==> config.mk <==
export PLATFORM = sky130hd
export DESIGN_NAME = trig_sample_fifo
export DESIGN_NICKNAME = d
export VERILOG_FILES = /design/src/rtl/trig_fifo_pkg.sv /design/src/rtl/trig_fifo_ctrl.sv /design/src/rtl/trig_fifo_store.sv /design/src/rtl/trig_sample_fifo.sv
export SDC_FILE = /design/constraint.sdc
export NUM_CORES = 1
export LEC_CHECK = 0
export BUFFER_PORTS_ARGS = -buffer_cell sky130_fd_sc_hd__buf_2
export CORE_MARGIN = 3
export CORE_UTILIZATION = 59
export DETAILED_ROUTE_END_ITERATION = 8
export PLACE_DENSITY = 0.76
export SLEW_MARGIN = 20
export SYNTH_ARGS = -nofsm -noshare
export SYNTH_HDL_FRONTEND = slang
export SYNTH_HIERARCHICAL = 1
export SYNTH_SLANG_ARGS = --single-unit
export TNS_END_PERCENT = 30
==> constraint.sdc <==
create_clock -name clk -period 14.7 [get_ports clk]
set_input_delay 1.47 -clock clk [delete_from_list [all_inputs] [get_ports clk]]
set_output_delay 1.47 -clock clk [all_outputs]
set_load 0.03 [all_outputs]
==> src/rtl/trig_fifo_pkg.sv <==
package trig_fifo_pkg;

    typedef enum logic [2:0] {
        ST_OFF,
        ST_FILL,
        ST_STREAM,
        ST_ARM_STREAM,
        ST_ARM_BYP_S,
        ST_ARM_BYP_F
    } fifo_state_t;

    localparam logic [2:0] MD_BYPASS   = 3'b000;
    localparam logic [2:0] MD_FILL     = 3'b001;
    localparam logic [2:0] MD_STREAM   = 3'b010;
    localparam logic [2:0] MD_STR2FILL = 3'b011;
    localparam logic [2:0] MD_BYP2STR  = 3'b100;
    localparam logic [2:0] MD_BYP2FILL = 3'b111;

    // State entered when a mode code is newly accepted; unused codes act as bypass.
    function automatic fifo_state_t entry_state(input logic [2:0] m);
        case (m)
            MD_FILL:     return ST_FILL;
            MD_STREAM:   return ST_STREAM;
            MD_STR2FILL: return ST_ARM_STREAM;
            MD_BYP2STR:  return ST_ARM_BYP_S;
            MD_BYP2FILL: return ST_ARM_BYP_F;
            default:     return ST_OFF;
        endcase
    endfunction

endpackage

==> src/rtl/trig_fifo_ctrl.sv <==
module trig_fifo_ctrl
    import trig_fifo_pkg::*;
(
    input  logic        clk,
    input  logic        rst_n,
    input  logic        en,
    input  logic [2:0]  mode,
    input  logic        trig,
    output fifo_state_t state,
    output logic        accept,
    output logic        may_discard,
    output logic        flush
);

    fifo_state_t state_q, state_d;
    logic [2:0]  mode_q;
    logic        is_bypass;

    assign is_bypass = (entry_state(mode) == ST_OFF);

    // State register
    always_ff @(posedge clk or negedge rst_n) begin
        if (!rst_n) begin
            state_q <= ST_OFF;
            mode_q  <= MD_BYPASS;
        end else if (en) begin
            state_q <= state_d;
            mode_q  <= mode;
        end
    end

    // Next-state selection
    always_comb begin
        state_d = state_q;
        if (is_bypass) begin
            state_d = ST_OFF;
        end else if (mode != mode_q) begin
            state_d = entry_state(mode);
        end else begin
            unique case (state_q)
                ST_ARM_STREAM: if (trig) state_d = ST_FILL;
                ST_ARM_BYP_S:  if (trig) state_d = ST_STREAM;
                ST_ARM_BYP_F:  if (trig) state_d = ST_FILL;
                ST_OFF, ST_FILL, ST_STREAM: state_d = state_q;
                default:       state_d = ST_OFF;
            endcase
        end
    end

    // Per-state outputs
    always_comb begin
        accept      = 1'b0;
        may_discard = 1'b0;
        unique case (state_q)
            ST_FILL:       accept = 1'b1;
            ST_STREAM,
            ST_ARM_STREAM: begin
                accept      = 1'b1;
                may_discard = 1'b1;
            end
            ST_OFF, ST_ARM_BYP_S, ST_ARM_BYP_F: accept = 1'b0;
            default:       accept = 1'b0;
        endcase
        flush = en && is_bypass;
    end

    assign state = state_q;

endmodule

==> src/rtl/trig_fifo_store.sv <==
module trig_fifo_store #(
    parameter int DEPTH = 32,
    parameter int DW    = 24,
    parameter int LVLW  = 5,
    localparam int AW   = $clog2(DEPTH),
    localparam int CW   = AW + 1
) (
    input  logic            clk,
    input  logic            rst_n,
    input  logic            en,
    input  logic            flush,
    input  logic            accept,
    input  logic            may_discard,
    input  logic            stop_on_wm,
    input  logic [LVLW-1:0] wm_level,
    input  logic            smp_valid,
    input  logic [DW-1:0]   smp_data,
    input  logic            rd_pop,
    output logic [DW-1:0]   rd_data,
    output logic [CW-1:0]   count,
    output logic            wm_flag,
    output logic            ovr_flag,
    output logic            empty
);

    logic [DW-1:0] mem [DEPTH];
    logic [AW-1:0] wr_ptr, rd_ptr;
    logic [CW-1:0] cnt_q, limit, after_pop;
    logic          pop, wr, disc, room, ovr_q;

    assign limit     = (stop_on_wm && wm_level != '0) ? CW'(wm_level) : CW'(DEPTH);
    assign pop       = en && !flush && rd_pop && (cnt_q != '0);
    assign after_pop = cnt_q - CW'(pop);
    assign room      = after_pop < limit;
    assign wr        = en && !flush && accept && smp_valid && (room || may_discard);
    assign disc      = wr && !room;

    always_ff @(posedge clk) begin
        if (wr) mem[wr_ptr] <= smp_data;
    end

    always_ff @(posedge clk or negedge rst_n) begin
        if (!rst_n) begin
            wr_ptr  <= '0;
            rd_ptr  <= '0;
            cnt_q   <= '0;
            ovr_q   <= 1'b0;
            rd_data <= '0;
        end else if (flush) begin
            wr_ptr  <= '0;
            rd_ptr  <= '0;
            cnt_q   <= '0;
            ovr_q   <= 1'b0;
        end else begin
            if (pop) rd_data <= mem[rd_ptr];
            wr_ptr <= wr_ptr + AW'(wr);
            rd_ptr <= rd_ptr + AW'(pop) + AW'(disc);
            cnt_q  <= cnt_q + CW'(wr) - CW'(pop) - CW'(disc);
            if (disc)     ovr_q <= 1'b1;
            else if (pop) ovr_q <= 1'b0;
        end
    end

    assign count    = cnt_q;
    assign empty    = (cnt_q == '0);
    assign ovr_flag = ovr_q;
    assign wm_flag  = (wm_level != '0) && (cnt_q >= CW'(wm_level));

endmodule

==> src/rtl/trig_sample_fifo.sv <==
module trig_sample_fifo
    import trig_fifo_pkg::*;
#(
    parameter int DEPTH = 32,
    parameter int DW    = 24,
    parameter int LVLW  = 5,
    localparam int CW   = $clog2(DEPTH) + 1
) (
    input  logic            clk,
    input  logic            rst_n,
    input  logic            en,
    input  logic [2:0]      mode,
    input  logic            trig,
    input  logic            stop_on_wm,
    input  logic [LVLW-1:0] wm_level,
    input  logic            smp_valid,
    input  logic [DW-1:0]   smp_data,
    input  logic            rd_pop,
    output logic [DW-1:0]   rd_data,
    output logic [CW-1:0]   count,
    output logic            wm_flag,
    output logic            ovr_flag,
    output logic            empty
);

    fifo_state_t state;
    logic        accept, may_discard, flush;

    trig_fifo_ctrl u_ctrl (
        .clk         (clk),
        .rst_n       (rst_n),
        .en          (en),
        .mode        (mode),
        .trig        (trig),
        .state       (state),
        .accept      (accept),
        .may_discard (may_discard),
        .flush       (flush)
    );

    trig_fifo_store #(
        .DEPTH (DEPTH),
        .DW    (DW),
        .LVLW  (LVLW)
    ) u_store (
        .clk         (clk),
        .rst_n       (rst_n),
        .en          (en),
        .flush       (flush),
        .accept      (accept),
        .may_discard (may_discard),
        .stop_on_wm  (stop_on_wm),
        .wm_level    (wm_level),
        .smp_valid   (smp_valid),
        .smp_data    (smp_data),
        .rd_pop      (rd_pop),
        .rd_data     (rd_data),
        .count       (count),
        .wm_flag     (wm_flag),
        .ovr_flag    (ovr_flag),
        .empty       (empty)
    );

endmodule

Word level (Yosys, flattened, before mapping)
Memories as Yosys holds them, arrays and structs flattened. A register that Yosys moved wholly into a read port is not among the register bits.
Cells that the tools add are included.
{ "op_classes": {"addsub": 7, "n_mux": 17, "n_reduce_logical": 26, "n_lt_le_gt_ge": 2, "n_eq_ne": 14, "bitwise": 1} }
{ "ops": {"columns": ["op", "count"], "rows": [
  ["subtractor 6 x 1 -> 6 bit", 3],
  ["adder 5 x 1 -> 5 bit", 3],
  ["one-hot mux 3 bit (5 select lines)", 1],
  ["== test 3 x 2 -> 1 bit, second input constant", 4],
  ["== test 3 bit, second input constant", 4],
  ["2-to-1 mux 3 bit", 4],
  ["2-to-1 mux 6 bit", 2],
  ["logical AND 1 bit", 10],
  ["2-to-1 mux 5 bit", 2],
  ["one-hot mux 3 bit (3 select lines)", 1],
  ["2-to-1 mux 1 bit", 7],
  ["adder 6 x 1 -> 6 bit", 1],
  ["== test 3 x 1 -> 1 bit, second input constant", 2],
  ["greater-or-equal comparator 6 x 5 -> 1 bit", 1],
  ["zero test 3 bit", 2],
  ["zero test 6 bit", 1],
  ["less-than comparator 6 bit", 1],
  ["nonzero test 6 bit", 1],
  ["OR reduction 3 bit", 2],
  ["nonzero test 5 bit", 1],
  ["!= test 4 x 1 -> 1 bit, second input constant", 1],
  ["!= test 4 x 2 -> 1 bit, second input constant", 1],
  ["AND reduction 4 bit", 1],
  ["OR reduction 2 bit", 2],
  ["other kinds (7)", 9]
]} }
{ "word_totals": {"elab_cells": 74, "n_memories": 1, "ff_bits": 23, "in_bits": 39, "ramBits": 768} }
{ "memory_table": {"columns": ["memory", "words", "word_bits", "rd", "rd_clocked_by_memory_dff", "write_ports", "line", "source"], "rows": [
  ["u_store.mem", 32, 24, 1, 1, 1, "trig_fifo_store.sv:26", "logic [DW-1:0] mem [DEPTH];"]
]} }

Logic depth before layout (Yosys ltp)
{ "logic_depth": {"depth_word": 16, "ltp_mapped": 31, "depth_no_buf": 28} }

Cells and area by module
The synthesis kept the hierarchy.
{ "modules_own_cells": {"columns": ["mod", "cells_per_inst", "area_per_inst_um2", "seq_area_each_um2", "instances"], "rows": [
  ["trig_fifo_store", 1427, 31321.3, 24088.1, 1],
  ["trig_fifo_ctrl", 49, 447.9, 150.1, 1]
]} }

Worst setup path before layout
Ideal clock, no wire load.
{ "synth_timing": {"kind": "input-to-reg", "startpoint": "in mode[0]", "endpoint": "mem u_store.mem[2][0] (enable)", "setup_time_ps": 435, "path_stages": 21, "t_arrival_ps": 6499, "n_path_buf": 4, "setup_slack_ps": 7766, "path_cell_list": "clkbuf_1 xnor2_1 nand2_1 o21ai_0 nor2b_1 clkbuf_2 nor2b_1 and2_1 nand2_1 clkbuf_1 inv_1 ha_1 ha_1 o21ai_0 xnor2_1 ha_1 a21oi_1 o221ai_1 a21o_1 buf_1 nor3_1"} }
{ "synth_between": {"elab_chain_len": 14} }
{ "synth_rtl": {"columns": ["item", "line", "source"], "rows": [
  ["start: declaration", "trig_sample_fifo.sv:12", "input logic [2:0] mode,"],
  ["== test 3 bit (tied with other cells)", "trig_fifo_pkg.sv:21", "case (m)"],
  ["one-hot mux 3 bit (5 select lines) *", "trig_fifo_pkg.sv:21", null],
  ["zero test 3 bit *", "trig_fifo_ctrl.sv:19", "assign is_bypass = (entry_state(mode) == ST_OFF);"],
  ["logical AND 1 bit *", "trig_fifo_ctrl.sv:64", "flush = en && is_bypass;"],
  ["named net flush", "trig_sample_fifo.sv:27", "logic accept, may_discard, flush;"],
  ["zero test 1 bit *", "trig_fifo_store.sv:32, trig_fifo_store.sv:35", null],
  ["logical AND 1 bit *", "trig_fifo_store.sv:32, trig_fifo_store.sv:35", null],
  ["logical AND 1 bit (2 in series)", "trig_fifo_store.sv:32", "assign pop = en && !flush && rd_pop && (cnt_q != '0);"],
  ["subtractor 6 x 1 -> 6 bit", "trig_fifo_store.sv:33", "assign after_pop = cnt_q - CW'(pop);"],
  ["less-than comparator 6 bit", "trig_fifo_store.sv:34", "assign room = after_pop < limit;"],
  ["logical OR 1 bit", "trig_fifo_store.sv:35", "assign wr = en && !flush && accept && smp_valid && (room || may_discard);"],
  ["logical AND 1 bit *", "trig_fifo_store.sv:35", null],
  ["2-to-1 mux 1 bit *", "trig_fifo_store.sv:39", "if (wr) mem[wr_ptr] <= smp_data;"],
  ["2-to-1 mux 1 bit (not written as such) *", "trig_fifo_store.sv:39", null],
  ["end: declaration", "trig_fifo_store.sv:26", null]
]} }
The timed path passes the listed nets; every way through them passes the cells marked *.

Worst setup path after layout
{ "layout_timing": {"startpoint": "in mode[0]", "endpoint": "reg u_store.cnt_q[5], in the netlist u_store/count[5]"} }
{ "layout_between": {"elab_chain_len": 16} }
{ "layout_rtl": {"columns": ["item", "line", "source"], "rows": [
  ["== test 3 bit (tied with other cells)", "trig_fifo_pkg.sv:21", null],
  ["one-hot mux 3 bit (5 select lines) *", "trig_fifo_pkg.sv:21", null],
  ["zero test 3 bit *", "trig_fifo_ctrl.sv:19", null],
  ["logical AND 1 bit *", "trig_fifo_ctrl.sv:64", null],
  ["named net flush", "trig_sample_fifo.sv:27", null],
  ["zero test 1 bit", "trig_fifo_store.sv:32, trig_fifo_store.sv:35", null],
  ["logical AND 1 bit", "trig_fifo_store.sv:32, trig_fifo_store.sv:35", null],
  ["logical AND 1 bit (2 in series)", "trig_fifo_store.sv:32", null],
  ["subtractor 6 x 1 -> 6 bit", "trig_fifo_store.sv:33", null],
  ["less-than comparator 6 bit", "trig_fifo_store.sv:34", null],
  ["logical OR 1 bit", "trig_fifo_store.sv:35", null],
  ["logical AND 1 bit", "trig_fifo_store.sv:35", null],
  ["adder 6 x 1 -> 6 bit", "trig_fifo_store.sv:58", "cnt_q <= cnt_q + CW'(wr) - CW'(pop) - CW'(disc);"],
  ["subtractor 6 x 1 -> 6 bit (2 in series)", "trig_fifo_store.sv:58", null],
  ["2-to-1 mux 6 bit *", "trig_fifo_store.sv:49", "end else if (flush) begin"],
  ["end signal: assignment", "trig_fifo_store.sv:58", null],
  ["end: declaration", "trig_fifo_store.sv:28", "logic [CW-1:0] cnt_q, limit, after_pop;"]
]} }
Marks and branches as above.
A chain may end at the register's enable or synchronous reset.

==> run summary <==
The tool flagged a number of max-cap violations equal to 0. The tightest hold margin is 0.517 ns, and the fraction of the cycle the final worst path needs is 48.0%. By instance count, the cell type seen most on the critical path is ha_1.

In this run the horizontal extent of the chip is 238 um. The maximum number of pins on one net before global-route repair came out at 109. The tools report the overall track demand over capacity in global routing as 25.6%. Counting flops with an async set or reset pin after synthesis yields a share of 5.77%.

The count of warnings emitted by yosys is 6. STA puts the critical path data arrival time at 7.55 ns. Port buffering added 71 buffers.

The number of nets in the layout is 1664, and the area fraction of the dominant cell type after synthesis is 72.6%. In the post-synthesis netlist, the biggest area contributors are edfxtp_1 73%, mux4_2 14%, dfrtp_1 3.7%. The number of placed I/O pins is 72, and the via count normalized by instance count is 6.66. For this design the static power due to leakage is 11.6 nW.

The antenna violation net count after detailed routing was 0; the mean instance size in the synthesized netlist was 21.5 um^2. The library cell with the highest instance count after synthesis was edfxtp_1. The normalized max-slew margin was 22.0%; the overall die height was 238 um.

In the final routed layout, each cell accounts on average for 30.0 um. Counting instances in the post-synthesis netlist gives the leading cell types as 768 x edfxtp_1, 192 x mux4_2, 48 x a22oi_1, 48 x mux2i_1, 47 x dfrtp_1. For the wire length of the first global-routing pass, the log shows 106 mm. The internal power of the cells totals 0.00428 W. The run gives 7.16 ns as the pre-CTS setup slack. The type of the setup path with the least slack was in -> reg. The number of buffers on the longest clock path is 3. The worst setup path is captured at a flop. The slowest stage of the critical path is the nand2_1 cell. In this run, synthesis inferred 768 flip-flops with an integrated enable. Among all flip-flop cells after synthesis, the most frequent one is edfxtp_1. The starting density of the core was 60.1%; the switching power summed over all nets was 0.00161 W. Dividing total power by cell area gives a power density of 165 nW/um^2. The post-detailed-placement half-perimeter wirelength is 40.3 mm, and the die footprint is 56700 um^2. Setup repair after global routing left no endpoint under its margin. Counting distinct cell types in the post-synthesis netlist gives 50. In the routed design, unresolved DRC markers number 0.

Final-report hold violation count: 0. Across the VDD grid, the largest voltage drop is 0.149 mV. The run gives 16026 as the via count of the first global-routing pass. In this run the standard cell core region covers 52900 um^2.

The number of setup violations in the final report was 0. The share of total power dissipated in the clock network is 32.8%. For the number of iterations in the first detailed-routing pass, the log shows 7. Cell at the root of the clock tree: clkbuf_16.

For this block, the initial DRC count from the detailed router was 1814. The synthesized design spends more area on one cell type than any other, namely edfxtp_1. The sequential fraction of the synthesis area is 76.3%.

The data required time at the worst endpoint was 15.19 ns; the number of CTS-inserted buffers was 80. At the later pin of the worst-skew pair, clock insertion delay measures 0.61 ns. The area overhead of the layout relative to synthesis is 12.1%.

Of the cells placed in the final design, the portion with a size suffix greater than 1 is 28.2%. Routability-driven placement finished with a final weighted congestion of 0.864. The post-layout minimum cycle time was 7.05 ns; the post-cts resize count was 0. TritonCTS built the clock tree. The min-delay analysis places its worst path in the category reg -> reg. For this run the aggregate overflow at the end of global routing stands at 0. Total wire length after detailed routing: 70.5 mm. The initial antenna violation count was 2; the slew at the pin closest to its max-slew limit was 1.17 ns. The number of synthesized register bits is 815, and the final count of pins violating max slew is 0.

For the peak clock frequency supported by timing, the log shows 0.142 GHz. The tools report the number of post-CTS setup repair buffers as 0. The delay contributed by the slowest stage of the critical path was 0.84 ns; the post-synthesis cell count was 1476. The tools report the final setup slack of the worst path as 7.65 ns.

Registers are responsible for 46.1% of the overall power. The startpoint type of the worst setup path is an input pin. The flow ran to the end, and the final reports show no timing, DRC or antenna violations. After routing, the total negative slack on setup checks comes to 0 ns. The floorplan has 84 rows. In this run, the combinational gates consume 21.1% of the power. The hold-fix buffer count after cts is 0, and the worst clock skew is 0.0156 ns. Clock-pin slew was measured on the worst setup and hold paths at 0.06 ns.

In this run the number of H-tree levels came out at 3. The mapped netlist covers 31800 um^2. The via count is 15629. Net switching is 27.4% of the power.

The run gives 815 as the clock sink count. Counting every net in the synthesized netlist gives 1543. The highest fanout seen on the critical path was 28.
[power by group through the flow]
stage	combinational, W	clock, W	sequential [W]
finish	0.00124	0.00193	0.00271
CTS	0.00125	0.00196	0.00272
global route	0.00132	0.00205	0.00273
detailed placement	0.00123	0	0.00276
floorplan	0.000910	0	0.00275
global placement	0.00121	0	0.00276
[worst paths after layout]
path / start / to / slack [ns] / depth (start not counted)
worst max-delay path: mode[0] / u_store/count[5] / 7.65 / 30
worst min-delay path: u_store/rd_data[23] / u_store/rd_data[23] / 0.52 / 1
worst max register to register: u_store/count[2] / u_store/count[5] / 8.55 / 25
worst min register to register: u_store/rd_data[23] / u_store/rd_data[23] / 0.52 / 1
max in group asynchronous: rst_n / u_store/rd_ptr[1] / 13.25 / 2
min in group asynchronous: rst_n / u_ctrl/mode_q[1] / 0.97 / 2
[critical path: cells and delay by family]
kind                       cells  cell delay [ns]
xor gates and xnor gates       2             0.23
adders and majority gates      7             1.98
and+or+nand+nor               11             2.37
AOI/OAI and AO/OA              4             0.67
buffers and inverters          6             0.81
[placed cells by master (no fill, tap or decap), types with 16 or more instances in the layout]
master     instances
mux4_2           192
a22oi_1           48
o22ai_1           24
edfxtp_1         768
buf_2             71
a221o_1           24
ha_1              25
nand2_1           40
nor3_2            26
mux2i_1           48
inv_1             27
clkbuf_16         83
clkinv_1          16
clkbuf_1          20
buf_4             47
dfrtp_1           44
nor2_1            27
[cell families (layout without fill, tap and decap cells)]
| kind of cell | after synthesis | after routing | share of synthesized area [%] |
|---|---|---|---|
| flip-flops | 815 | 815 | 76.3 |
| multiplexers | 244 | 244 | 15.3 |
| AND/OR/NAND/NOR | 141 | 141 | 2.11 |
| AO/OA/AOI/OAI | 124 | 124 | 2.98 |
| buffers and inverters | 108 | 290 | 1.73 |
| adder cells (fa/ha/maj) | 28 | 28 | 1.17 |
| XOR/XNOR | 16 | 16 | 0.441 |
| other | 0 | 1 | 0 |
[flip-flops by register name (all words and copies together), names as in the netlist]
signal            flops
u_store/rd_data      24
u_store/wr_ptr        5
u_store/rd_ptr        5
u_store/count         6
u_store/ovr_flag      1
u_store/mem         768
u_ctrl/mode_q         3
u_ctrl/state          3
[through the flow]
stage / utilization (%) / instance area [um^2] / total power, W / cells
after global placement: 62.6 / 33100 / 0.00397 / 2203
after CTS: 67.3 / 35600 / 0.00592 / 2346
after floorplan: - / 31800 / 0.00366 / 1476
after detailed placement: 62.6 / 33100 / 0.00400 / 2203
after global routing: 67.3 / 35600 / 0.00610 / 2346
final: 67.3 / 35600 / 0.00589 / 2347
[layout make-up]
cell class | instances | area [um^2]
Fill cell | 3229 | 17300
Multi-Input combinational cell | 553 | 7190
Antenna cell | 1 | 2.50
Tap cell | 688 | 861
Sequential cell | 815 | 24200
Clock inverter | 39 | 297
Clock buffer | 104 | 2170
Timing Repair Buffer | 119 | 728
Inverter | 28 | 105
[per-layer routing]
| metal | vias to the layer above | wire length, um | global-route usage (%) | share of wire, % |
|---|---|---|---|---|
| met3 | 114 | 6910 | 5.42 | 9.8 |
| met5 | - | 13 | 0 | 0.018 |
| met1 | 8239 | 26900 | 36.3 | 38 |
| li1 | 6411 | - | - | - |
| met2 | 863 | 34700 | 41.2 | 49 |
| met4 | 2 | 1910 | 7.90 | 2.7 |
(Power assumes the default switching activity.)
